[src/rtl/mapperPkg.sv]
package mapperPkg;
  typedef enum logic [1:0] {
    LK_WAIT_LOW  = 2'd0,
    LK_WAIT_HIGH = 2'd1,
    LK_OPEN      = 2'd2
  } lockState_t;

  // strobes from control to datapath
  typedef struct packed {
    logic load;      // recompute banks this cycle
    logic holdBase;  // force banks 0/1 (lock closed after this update)
  } mapCmd_t;
endpackage

[src/rtl/unlockCtrl.sv]
module unlockCtrl
  import mapperPkg::*;
(
  input  logic       clk,
  input  logic       rstN,
  input  logic       updStrobe,
  input  logic       keyBit,
  output mapCmd_t    cmd,
  output lockState_t lockState
);
  lockState_t lockNext;

  always_comb begin
    lockNext = lockState;
    if (updStrobe) begin
      unique case (lockState)
        LK_WAIT_LOW:  if (!keyBit) lockNext = LK_WAIT_HIGH;
        LK_WAIT_HIGH: if (keyBit)  lockNext = LK_OPEN;
        default:                   lockNext = LK_OPEN;
      endcase
    end
  end

  always_ff @(posedge clk) begin
    if (!rstN) lockState <= LK_WAIT_LOW;
    else       lockState <= lockNext;
  end

  // the update that opens the lock already applies its own mapping
  always_comb begin
    cmd.load     = updStrobe;
    cmd.holdBase = (lockNext != LK_OPEN);
  end
endmodule

[src/rtl/bankCalc.sv]
module bankCalc
  import mapperPkg::*;
#(
  parameter int BANK_W    = 4,
  parameter int CTRL_W    = 5,
  parameter int PRG_W     = 4,
  parameter int INNER_W   = 3,
  parameter int OUTER_BIT = 3
) (
  input  logic              clk,
  input  logic              rstN,
  input  mapCmd_t           cmd,
  input  logic [CTRL_W-1:0] ctrlByte,
  input  logic [PRG_W-1:0]  prgBank,
  input  logic              prgMode,
  input  logic              bankSel,
  output logic [BANK_W-1:0] win0Bank,
  output logic [BANK_W-1:0] win1Bank
);
  localparam int NUM_WIN = 2;
  localparam logic [BANK_W-1:0] OUTER_VAL = BANK_W'(1) << OUTER_BIT;
  localparam logic [BANK_W-1:0] INNER_ALL = BANK_W'((1 << INNER_W) - 1);
  localparam logic [BANK_W-1:0] LSB_ONE   = BANK_W'(1);

  logic                outerOn;
  logic [BANK_W-1:0]   outerVal;
  logic [INNER_W-1:0]  innerSrc;
  logic [BANK_W-1:0]   innerVal;
  logic [BANK_W-1:0]   evenBank;
  logic [BANK_W-1:0]   nextBank [NUM_WIN];
  logic [BANK_W-1:0]   bankQ    [NUM_WIN];

  always_comb begin
    outerOn  = ctrlByte[OUTER_BIT];
    outerVal = outerOn ? OUTER_VAL : '0;
    innerSrc = outerOn ? prgBank[INNER_W-1:0] : ctrlByte[INNER_W-1:0];
    innerVal = BANK_W'(innerSrc);
    evenBank = (innerVal & ~LSB_ONE) | outerVal;
    if (cmd.holdBase) begin
      nextBank[0] = '0;
      nextBank[1] = LSB_ONE;
    end else if (prgMode && outerOn) begin
      if (bankSel) begin
        nextBank[0] = innerVal | outerVal;
        nextBank[1] = INNER_ALL | outerVal;
      end else begin
        nextBank[0] = outerVal;
        nextBank[1] = innerVal | outerVal;
      end
    end else begin
      nextBank[0] = evenBank;
      nextBank[1] = evenBank | LSB_ONE;
    end
  end

  // reset value equals the mapping of a 0x10 control byte: locked, banks 0/1
  for (genvar w = 0; w < NUM_WIN; w++) begin : g_win
    always_ff @(posedge clk) begin
      if (!rstN)         bankQ[w] <= BANK_W'(w);
      else if (cmd.load) bankQ[w] <= nextBank[w];
    end
  end

  assign win0Bank = bankQ[0];
  assign win1Bank = bankQ[1];
endmodule

[src/rtl/gated_prg_mapper.sv]
module gated_prg_mapper
  import mapperPkg::*;
#(
  parameter int BANK_W    = 4,
  parameter int OFFSET_W  = 14,
  parameter int CTRL_W    = 5,
  parameter int PRG_W     = 4,
  parameter int INNER_W   = 3,
  parameter int OUTER_BIT = 3,
  parameter int KEY_BIT   = 4,
  localparam int ROM_AW   = BANK_W + OFFSET_W
) (
  input  logic              clk,
  input  logic              rstN,
  input  logic              updStrobe,
  input  logic [CTRL_W-1:0] ctrlByte,
  input  logic [PRG_W-1:0]  prgBank,
  input  logic              prgMode,
  input  logic              bankSel,
  input  logic [OFFSET_W:0] cpuAddr,
  output logic [BANK_W-1:0] win0Bank,
  output logic [BANK_W-1:0] win1Bank,
  output logic [ROM_AW-1:0] romAddr
);
  mapCmd_t    cmd;
  lockState_t lockState;

  unlockCtrl u_ctrl (
    .clk       (clk),
    .rstN      (rstN),
    .updStrobe (updStrobe),
    .keyBit    (ctrlByte[KEY_BIT]),
    .cmd       (cmd),
    .lockState (lockState)
  );

  bankCalc #(
    .BANK_W    (BANK_W),
    .CTRL_W    (CTRL_W),
    .PRG_W     (PRG_W),
    .INNER_W   (INNER_W),
    .OUTER_BIT (OUTER_BIT)
  ) u_data (
    .clk      (clk),
    .rstN     (rstN),
    .cmd      (cmd),
    .ctrlByte (ctrlByte),
    .prgBank  (prgBank),
    .prgMode  (prgMode),
    .bankSel  (bankSel),
    .win0Bank (win0Bank),
    .win1Bank (win1Bank)
  );

  logic [BANK_W-1:0] liveBank;
  assign liveBank = cpuAddr[OFFSET_W] ? win1Bank : win0Bank;
  assign romAddr  = {liveBank, cpuAddr[OFFSET_W-1:0]};
endmodule

[config.mk]
export PLATFORM = sky130hd
export DESIGN_NAME = gated_prg_mapper
export DESIGN_NICKNAME = d
export VERILOG_FILES = /design/src/rtl/mapperPkg.sv /design/src/rtl/unlockCtrl.sv /design/src/rtl/bankCalc.sv /design/src/rtl/gated_prg_mapper.sv
export SDC_FILE = /design/constraint.sdc
export NUM_CORES = 1
export LEC_CHECK = 0
export BUFFER_PORTS_ARGS = -buffer_cell sky130_fd_sc_hd__buf_2
export CELL_PAD_IN_SITES_DETAIL_PLACEMENT = 0
export CELL_PAD_IN_SITES_GLOBAL_PLACEMENT = 1
export CORE_AREA = 2 2 52 54
export DETAILED_ROUTE_END_ITERATION = 16
export DIE_AREA = 0 0 54 56
export PLACE_DENSITY = 0.8
export SYNTH_ARGS = -nofsm -noshare
export SYNTH_HDL_FRONTEND = slang
export SYNTH_HIERARCHICAL = 1
export SYNTH_SLANG_ARGS = --single-unit
[constraint.sdc]
create_clock -name clk -period 1.92 [get_ports clk]
set_input_delay 0.192 -clock clk [delete_from_list [all_inputs] [get_ports clk]]
set_output_delay 0.192 -clock clk [all_outputs]
set_load 0.05 [all_outputs]
# Word-level counts from Yosys, hierarchy flattened
# Memories as Yosys holds them, arrays and structs flattened.
# Cells that the tools add are included.
# totals
n_memories	1
ff_bits	2
input_bits	29
ramBits	8
out_inout_bits	26
elab_cells	26
# mem_list
name	words	word_bits	rd	rd_ports_with_merged_regs	wr	line	text
u_data.bankQ	2	4	2	0	2	bankCalc.sv:31	logic [BANK_W-1:0] bankQ [NUM_WIN];
# classes
bitwise	4
eq_ne	2
n_reduce_logical	2
n_mux	16
# op_table
op	count
2-to-1 mux 8 bit	3
2-to-1 mux 4 bit	4
OR 3 x 4 -> 4 bit	2
2-to-1 mux 2 bit	3
2-to-1 mux 1 bit	4
case mux 2 bit (2 select lines)	1
2-to-1 mux 3 bit	1
equality test 2 x 1 -> 1 bit (second input constant)	1
zero test 2 bit	1
inequality test 2 bit (second input constant)	1
OR 1 bit	2
logical AND 1 bit	1

# Logic depth before layout (Yosys ltp)
# Gate-level depths: netlist of run 1.
# logic_depth
ltp_word	6
mapped_depth	4
depth_no_buf	4

# By module
# Netlist of run 1, hierarchy kept.
# modules_own_cells
module	area_each_um2	n_inst	seq_area_each_um2	cells_per_inst
bankCalc	356.6	1	210.2	29
gated_prg_mapper	150.1	1	0.0	18
unlockCtrl	101.3	1	40.0	12

# Worst setup path after synthesis of run 1
# Ideal clock, no wire load.
# synth_path
path_type	flip-flop to output port
from	mem u_data.bankQ[0][3]
to	out romAddr[17]
slack_ps	443
path_buffers	1
arrival_time_ps	1285
path_stages_with_launch	3
path_cell_list	edfxtp_1 > buf_4 > mux2_2
# synth_lines
item	line	text
start: declaration	bankCalc.sv:31	
end: declaration	gated_prg_mapper.sv:23	output logic [ROM_AW-1:0] romAddr

==> metrics.txt, run 1 <==
outcome=finished clean; Row Count=18; Longest Clk Path Bufs=2; vias per inst=4.220; hold_buf cts=0; DR pass1 iterations=4; total track usage=6.908%; drt wl/cell=10.55 µm; Clock Latency Late Sink=0.25 ns; Critical Path Source=u_ctrl/lockState[0]; Unique masters post-synth=18; synth top area cells=edfxtp_1 (35%), buf_4 (20%), mux2_2 (7.4%), dfxtp_1 (6.6%), nand2b_1 (4.1%); Setup crit end kind=flip-flop; Ports=55; Main synth FF type=edfxtp_1; Worst Clk Skew=0.005608 ns; Reg-to-Reg Start=u_ctrl/lockState[0]; clock period minus final worst setup slack=1.376 ns; Placeable Area=0.002432 mm²; Slew Limit Fails=0; Clock transition at path regs=0.06 ns; Final WS setup=0.5438 ns; Seq/Total Area, Yosys=41.15%; R2R Setup Slk=0.54 ns; RSZ-0062 raised after global routing=no; CP arrival=1.38 ns; largest net degree at the start of global routing=10; post-cts sizing count=0; worst-case reg-to-reg path depth=4; reg2reg end=u_data/bankQ[1][0]; layout cell share with drive strength beyond 1=48.57%; Commonest cells post-synth=buf_4 (16), edfxtp_1 (7), a21oi_1 (4), mux2_2 (4), nand2b_1 (4); final core utilization=27.16%; Setup crit start kind=flip-flop; Design Area, Final=660.6 µm²; post-synth top area share=34.57%; cell area after synthesis=608.1 µm²; Async S/R FF share, synth=0%; Inst Count DP=96; Pwr Total=0.4701 mW; synthesized flop and latch total=9; CTS sink count=9; initial antenna violation count=0; Root Buffer=clkbuf_4; Final Cycle Share=71.68%; Setup violations, final=0; Initial Util=25.00%; WS Path Type=reg -> reg; Final Hold Fails=0; HPWL Detailed=899.5 µm; nets=100; Hold Path Class=in -> reg; Synth Instances=59; H-tree depth=1; ANT cells=0; dominant cell type by area after synthesis=edfxtp_1; total CTS buffers=3; DP Worst Slack=0.5412 ns; vias in the first global route=418; routability cong.=0.7049; setup bufs post-CTS=0; Avg Cell Area, Syn=10.31 µm²; CTS tree=done; pwr dens=711.5 mW/mm²; Die Area=0.003024 mm²; ANT nets after route=0; via count=422; Setup TNS=0 ns; Max-Slew Margin vs Limit=79.95%; Worst Path Max Fanout=4; Final Non-Filler Cells=100; area grow syn2layout=8.642%; number of enable flip-flop cells after synthesis=7; VDD IR max=0.3573 mV; die height=56 µm; Worst Path Required=1.92 ns; # Max-Cap Violations=0; first-pass GRT wire length=1511 µm; Leak=0.3012 nW; drt initial violations=6; Remaining DRCs=0; Die Span X=54 µm; Syn Nets=88; Fmax=0.7266 GHz; Slew @ Worst Pin=0.3008 ns; Yosys Warn Count=6; Total Wirelength=1055 µm; top-count cell post-synth=buf_4; GRT overflow=0; # port buffers=24; Min Hold Slack=0.1505 ns; post-placement cell area=634.4 µm²; crit path to=u_data/bankQ[1][0]
## logic make-up after synthesis
logic type	share of synthesized area [%]
buffers and inverters	22.84
AND/OR/NAND/NOR	17.69
AO/OA/AOI/OAI	10.90
flip-flops	41.15
multiplexers	7.407
## area by class of cell
type                            instances  area (µm²)
Fill cell                             258        1772
Sequential cell                         9       250.2
Multi-Input combinational cell         31       219.0
Timing Repair Buffer                   24       120.1
Tap cell                               30       37.54
Clock buffer                            4       26.28
Inverter                                2       7.507
## per-layer routing
metal	wire length (µm)	vias to the layer above	GRT usage, %	share of wire (%)
li1	-	213	-	-
met1	373	178	5.099	35
met2	501	27	11.85	47
met3	168	4	4.839	16
met4	12	0	4.643	1.1
met5	0	-	0	0
## layout by cell type (no fill, tap or decap), types with 2 or more instances in the layout
cell	synthesis	routed
clkbuf_4	0	3
nor2_1	3	3
inv_1	2	2
mux2_2	4	4
a211oi_1	2	2
nand2_1	3	3
buf_2	0	24
dfxtp_1	2	2
a21oi_1	4	4
edfxtp_1	7	7
nand3_1	3	3
nand3b_1	2	2
nand2b_1	4	4
o21ai_0	2	2
## report_power, final
group | internal (mW) | switching, mW
Sequential | 0.218 | 0.00493
Combinational | 0.0323 | 0.0756
Clock | 0.0797 | 0.0596
Total | 0.330 | 0.140
## sequential cells by signal (all words and copies together), names as in the netlist
register          cells
u_ctrl/lockState      2
u_data/bankQ          7
## worst min path at each step
stage                           start                   to  slack [ns]  depth (start not counted)
after floorplan           ctrlByte[4]  u_ctrl/lockState[0]        0.28                          1
after global placement    cpuAddr[11]          romAddr[11]        0.38                          0
after detailed placement  cpuAddr[11]          romAddr[11]        0.38                          0
after CTS                 ctrlByte[4]  u_ctrl/lockState[0]        0.15                          2
after global routing      ctrlByte[4]  u_ctrl/lockState[0]        0.15                          2
final                     ctrlByte[4]  u_ctrl/lockState[0]        0.15                          2
## worst max-delay path: stages (launching register included)
cell and delay, ns:
dfxtp_1 0.37, a21o_2 0.13, o21ai_0 0.08, nand4b_4 0.18, or3_1 0.35
(Power assumes the default switching activity.)
==> run 2: changes to the inputs <==
--- a/config.mk
+++ b/config.mk
@@ -8,10 +8,10 @@
 export BUFFER_PORTS_ARGS = -buffer_cell sky130_fd_sc_hd__buf_2
 export CELL_PAD_IN_SITES_DETAIL_PLACEMENT = 0
 export CELL_PAD_IN_SITES_GLOBAL_PLACEMENT = 1
-export CORE_AREA = 2 2 52 54
+export CORE_AREA = 2 2 56 58
 export DETAILED_ROUTE_END_ITERATION = 16
-export DIE_AREA = 0 0 54 56
-export PLACE_DENSITY = 0.8
+export DIE_AREA = 0 0 58 60
+export PLACE_DENSITY = 0.73
 export SYNTH_ARGS = -nofsm -noshare
 export SYNTH_HDL_FRONTEND = slang
 export SYNTH_HIERARCHICAL = 1
==> constraint.sdc (replaced) <==
create_clock -name clk -period 1.15 [get_ports clk]
set_input_delay 0.115 -clock clk [delete_from_list [all_inputs] [get_ports clk]]
set_output_delay 0.115 -clock clk [all_outputs]
set_load 0.05 [all_outputs]
==> metrics.txt, run 2 (same netlist as run 1, synthesis figures left out) <==
nets=105 (+5.0%); # port buffers=24 (unchanged); CP peak stage delay=0.35 ns (-0.02 ns); Reg-to-Reg Start=u_ctrl/lockState[0]; Fmax=0.7869 GHz (+8.3%); RSZ-0062 raised after global routing=yes; max reg flops=7 (unchanged); Remaining DRCs=0 (unchanged); layout cell share with drive strength beyond 1=60.00% (+11 points); CP arrival=1.27 ns (-0.11 ns); Clock Latency Late Sink=0.25 ns (about the same); H-tree depth=1 (unchanged); WS Path Type=reg -> reg; Worst Clk Skew=0.001923 ns (-0.003685 ns); Final Hold Fails=0 (unchanged); # Max-Cap Violations=0 (unchanged); post-placement cell area=678.2 µm² (+6.9%); pwr dens=1079 mW/mm² (+52%); Slew @ Worst Pin=0.2934 ns (-0.007421 ns); initial antenna violation count=0 (unchanged); Ports=55 (unchanged); failing checks=negative setup slack; HPWL Detailed=936.3 µm (+4.1%); DR pass1 iterations=4 (unchanged); total track usage=6.557% (-0.35 points); Clock transition at path regs=0.06 ns (about the same); hold_buf cts=0 (unchanged); WP buf/inv=0 (unchanged); Top Family by Delay on Critical Path=simple AND/OR/NAND/NOR gates; CTS sink count=9 (unchanged); slowest cell on the critical path=or3_1; Design Area, Final=764.5 µm² (+16%); vias per inst=4.083 (-3.2%); Largest regs=u_data/bankQ (7), u_ctrl/lockState (2); Setup crit start kind=flip-flop; largest net degree at the start of global routing=10 (unchanged); worst-case reg-to-reg path depth=4 (unchanged); Final Cycle Share=110.5% (+39 points); Setup violations, final=5 (+5); Row Count=20 (+2); total CTS buffers=3 (unchanged); most frequent cells in the layout=buf_2 (18), buf_4 (7), edfxtp_1 (7); Hold Crit Start=prgBank[0]; clock period minus final worst setup slack=1.271 ns (-0.1054 ns); WHS Endpoint=u_data/bankQ[1][0]; ANT nets after route=0 (unchanged); hold path depth=2 (unchanged); DP Worst Slack=-0.1427 ns (-0.6839 ns); Root Buffer=clkbuf_4; Placeable Area=0.002903 mm² (+19%); Hold Path Class=in -> reg; Longest Clk Path Bufs=2 (unchanged); final core utilization=26.34% (-0.82 points); Initial Util=20.95% (-4.1 points); drt initial violations=15 (+9); Final WS setup=-0.1208 ns (-0.6646 ns); routability cong.=0.7166 (+1.7%); die height=60 µm (+7.1%); vias in the first global route=440 (+5.3%); commonest non-fill, non-tap cell in the layout=buf_2; ordered cell list for the critical path=a21o_2 -> o21ai_2 -> nand4b_4 -> or3_1; Max-Slew Margin vs Limit=80.44% (+0.49 points); R2R Setup Slk=-0.12 ns (-0.66 ns); Setup TNS=-0.2732 ns (-0.2732 ns); Slew Limit Fails=0 (unchanged); Worst Path Required=1.15 ns (-0.77 ns); Total Wirelength=1085 µm (+2.8%); most flop-heavy register=u_data/bankQ; first-pass GRT wire length=1738 µm (+15%); via count=441 (+4.5%); drt wl/cell=10.05 µm (-4.8%); reg2reg end=u_data/bankQ[1][0]; ANT cells=0 (unchanged); area grow syn2layout=25.72%; GRT overflow=0 (unchanged); VDD IR max=0.4394 mV (+23%); Leak=0.3523 nW (+17%); Pwr Total=0.8250 mW (+76%); Worst Path Max Fanout=3 (-1); Die Area=0.003480 mm² (+15%); CTS tree=done; Setup crit end kind=flip-flop; outcome=complete, but fails checks; Die Span X=58 µm (+7.4%)
[run 2: how the worst max path moves through the flow]
stage	start	end	slack, ns	depth (start not counted)
5_1_grt	u_ctrl/lockState[0]	u_data/bankQ[1][0]	-0.16	4
3_5_place_dp	u_ctrl/lockState[0]	u_data/bankQ[1][0]	-0.14	4
6_report	u_ctrl/lockState[0]	u_data/bankQ[1][0]	-0.12	4
4_1_cts	u_ctrl/lockState[0]	u_data/bankQ[1][0]	-0.12	4
3_3_place_gp	u_ctrl/lockState[0]	u_data/bankQ[1][0]	-0.10	4
2_1_floorplan	u_data/bankQ[0][3]	romAddr[17]	-0.17	2
[run 2: repair_timing]
item / in CTS / in global routing
buffers inserted: 2 / 0
endpoints found under the setup margin: 5 / 10
hold endpoints to repair: 0 / 0
gates cloned: 0 / 0
resized for setup: 9 / 6
[run 2: cell type report]
class / instances / area, µm²
fill: 310 / 2138
sequential: 9 / 252.7
multi-input combinational: 31 / 247.7
timing repair buffer: 29 / 187.7
tap: 33 / 41.29
clock buffer: 3 / 22.52
inverter: 2 / 7.507
clock inverter: 1 / 5.005
[run 2: through the flow]
step                      std cells  hold WS (ns)
after global routing            108        0.1506
after detailed placement        102        0.2303
final                           108        0.1526
after floorplan                  59        0.2001
after CTS                       108        0.1493
after global placement          102        0.2303
[run 2: report_power, final]
group / leakage, nW / internal (mW) / switching (mW) / total (mW)
Combinational: 0.243 / 0.0823 / 0.136 / 0.219
Sequential: 0.0914 / 0.364 / 0.00688 / 0.371
Clock: 0.0177 / 0.128 / 0.107 / 0.235
[run 2: routing by layer]
metal	up-vias	part of all wire (%)	GRT usage, %
met5	-	0	0
met4	0	0	3.322
met3	0	9.4	2.165
met2	24	49	10.88
met1	193	41	7.560
li1	224	-	-
==> run 3: changes to the inputs <==
--- a/config.mk
+++ b/config.mk
@@ -12,6 +12,8 @@
 export DETAILED_ROUTE_END_ITERATION = 16
 export DIE_AREA = 0 0 58 60
 export PLACE_DENSITY = 0.73
+export RECOVER_POWER = 100
+export SLEW_MARGIN = 25
 export SYNTH_ARGS = -nofsm -noshare
 export SYNTH_HDL_FRONTEND = slang
 export SYNTH_HIERARCHICAL = 1
==> metrics.txt, run 3 (same netlist as run 1, synthesis figures left out) <==
Filler Cell Count=311 (+0.32%); Clock transition at path regs=0.06 ns (about the same); routability cong.=0.7166 (unchanged); # port buffers=24 (unchanged); RSZ-0062 raised after global routing=yes; Die Area=0.003480 mm² (unchanged); layout cell share with drive strength beyond 1=58.67% (-1.3 points); met3 GRT Util=2.165% (unchanged); Setup violations, final=5 (unchanged); total CTS buffers=3 (unchanged); CP arrival=1.27 ns (about the same); failing checks=negative setup slack; Setup crit end kind=flip-flop; post-placement cell area=678.2 µm² (unchanged); M2 GR Usage=10.88% (unchanged); ANT cells=0 (unchanged); clock period minus final worst setup slack=1.272 ns (+0.0007370 ns); Root Buffer=clkbuf_4; VDD IR max=0.4396 mV (about the same); ordered cell list for the critical path=a21o_2 -> o21ai_2 -> nand4b_4 -> or3_1; hold_buf cts=0 (unchanged); first-pass GRT wire length=1738 µm (unchanged); Leak=0.3483 nW (-1.1%); most frequent cells in the layout=buf_2 (12), edfxtp_1 (7), clkbuf_2 (6), buf_4 (6); commonest non-fill, non-tap cell in the layout=buf_2; WS Path Type=reg -> reg; Placeable Area=0.002903 mm² (unchanged); R2R Setup Slk=-0.12 ns (about the same); Hold Path Class=in -> reg; Initial Util=20.95% (unchanged); CTS sink count=9 (unchanged); via count=439 (-0.45%); drt wl/cell=10.05 µm (unchanged); Ports=55 (unchanged); vias per inst=4.065 (-0.45%); HPWL Detailed=936.3 µm (unchanged); initial antenna violation count=0 (unchanged); max reg flops=7 (unchanged); Final WS setup=-0.1215 ns (-0.0007370 ns); drt initial violations=12 (-3); Slew Limit Fails=0 (unchanged); Die Span X=58 µm (unchanged); final core utilization=26.16% (-0.17 points); H-tree depth=1 (unchanged); Slew @ Worst Pin=0.2934 ns (+0.00001299 ns); most flop-heavy register=u_data/bankQ; vias in the first global route=440 (unchanged); met1 Use GR=7.560% (unchanged); area grow syn2layout=24.90%; Worst Path Max Fanout=3 (unchanged); Fmax=0.7865 GHz (about the same); FF+latch area=252.7 µm² (unchanged); GRT overflow=0 (unchanged); multi-input logic area=242.7 µm² (-2.0%); busiest grt layer=met2; nets=105 (unchanged); pwr dens=1084 mW/mm² (+0.46%); Final Hold Fails=0 (unchanged); Remaining DRCs=0 (unchanged); die height=60 µm (unchanged); DR pass1 iterations=4 (unchanged); Worst Path Required=1.15 ns (about the same); Worst Clk Skew=0.001750 ns (-0.0001733 ns); Final Cycle Share=110.6% (about the same); # Max-Cap Violations=0 (unchanged); Total Wirelength=1085 µm (unchanged); Setup TNS=-0.2858 ns (-0.01255 ns); slowest cell on the critical path=or3_1; total track usage=6.557% (unchanged); ANT nets after route=0 (unchanged); largest net degree at the start of global routing=10 (unchanged); Max-Slew Margin vs Limit=80.44% (about the same); Setup crit start kind=flip-flop; CP peak stage delay=0.35 ns (about the same); CTS tree=done; outcome=complete, but fails checks; Longest Clk Path Bufs=2 (unchanged); Row Count=20 (unchanged); Clock Latency Late Sink=0.25 ns (about the same); Design Area, Final=759.5 µm² (-0.65%); Largest regs=u_data/bankQ (7), u_ctrl/lockState (2)
==> run 3: cell types whose count changed in the layout (fill, tap and decap cells not counted) <==
cell | before | now
buf_2 | 18 | 12
clkbuf_4 | 3 | 4
clkbuf_2 | 0 | 6
buf_4 | 7 | 6
o31ai_2 | 1 | 0
o31ai_1 | 0 | 1
==> run 3: layout make-up <==
| cell class | count | area share, % |
|---|---|---|
| flip-flops and latches | 9 | 33.28 |
| inverters | 2 | 0.9885 |
| multi-input cells | 31 | 31.96 |
| clock buffers | 3 | 2.965 |
| repair buffers | 29 | 24.71 |
| clock inverters | 1 | 0.6590 |
| well taps | 33 | 5.437 |
==> run 3: through the flow <==
step | std cells | total power, mW | hold WS (ns) | worst slack, ns
finish | 108 | 0.8234 | 0.1527 | -0.1215
floorplan | 59 | 0.6505 | 0.2001 | -0.1691
CTS | 108 | 0.8334 | 0.1493 | -0.1233
global placement | 102 | 0.5689 | 0.2303 | -0.1041
global route | 108 | 0.8678 | 0.1506 | -0.1611
detailed placement | 102 | 0.5726 | 0.2303 | -0.1427
==> run 3: worst max-delay path, delay by kind of cell (launching register included) <==
family / cells / cell delay, ns
simple gates: 2 / 0.51
compound gates: 2 / 0.17
flops: 1 / 0.33
==> run 3: worst paths after layout <==
kind                       startpoint  cells after the start                  end
setup / recovery  u_ctrl/lockState[0]                      4   u_data/bankQ[1][0]
hold / removal             prgBank[0]                      2   u_data/bankQ[1][0]
setup reg to reg  u_ctrl/lockState[0]                      4   u_data/bankQ[1][0]
hold reg to reg   u_ctrl/lockState[1]                      2  u_ctrl/lockState[0]
==> run 3: timing repair <==
item	4_1_cts	5_1_grt
cloned	0	0
setup endpoints to repair	5	10
resized for setup	9	6
buffers inserted	2	0
==> run 3: routing by layer <==
layer / up-vias / share of wire (%)
li1: 224 / -
met1: 191 / 41
met2: 24 / 49
met3: 0 / 10
met4: 0 / 0
met5: - / 0
==> run 3: power by group <==
group / switching, mW / leakage (nW) / internal, mW / total (mW)
Sequential: 0.00720 / 0.0914 / 0.364 / 0.371
Combinational: 0.135 / 0.239 / 0.0812 / 0.217
Clock: 0.107 / 0.0177 / 0.128 / 0.235
Total: 0.250 / 0.348 / 0.573 / 0.823
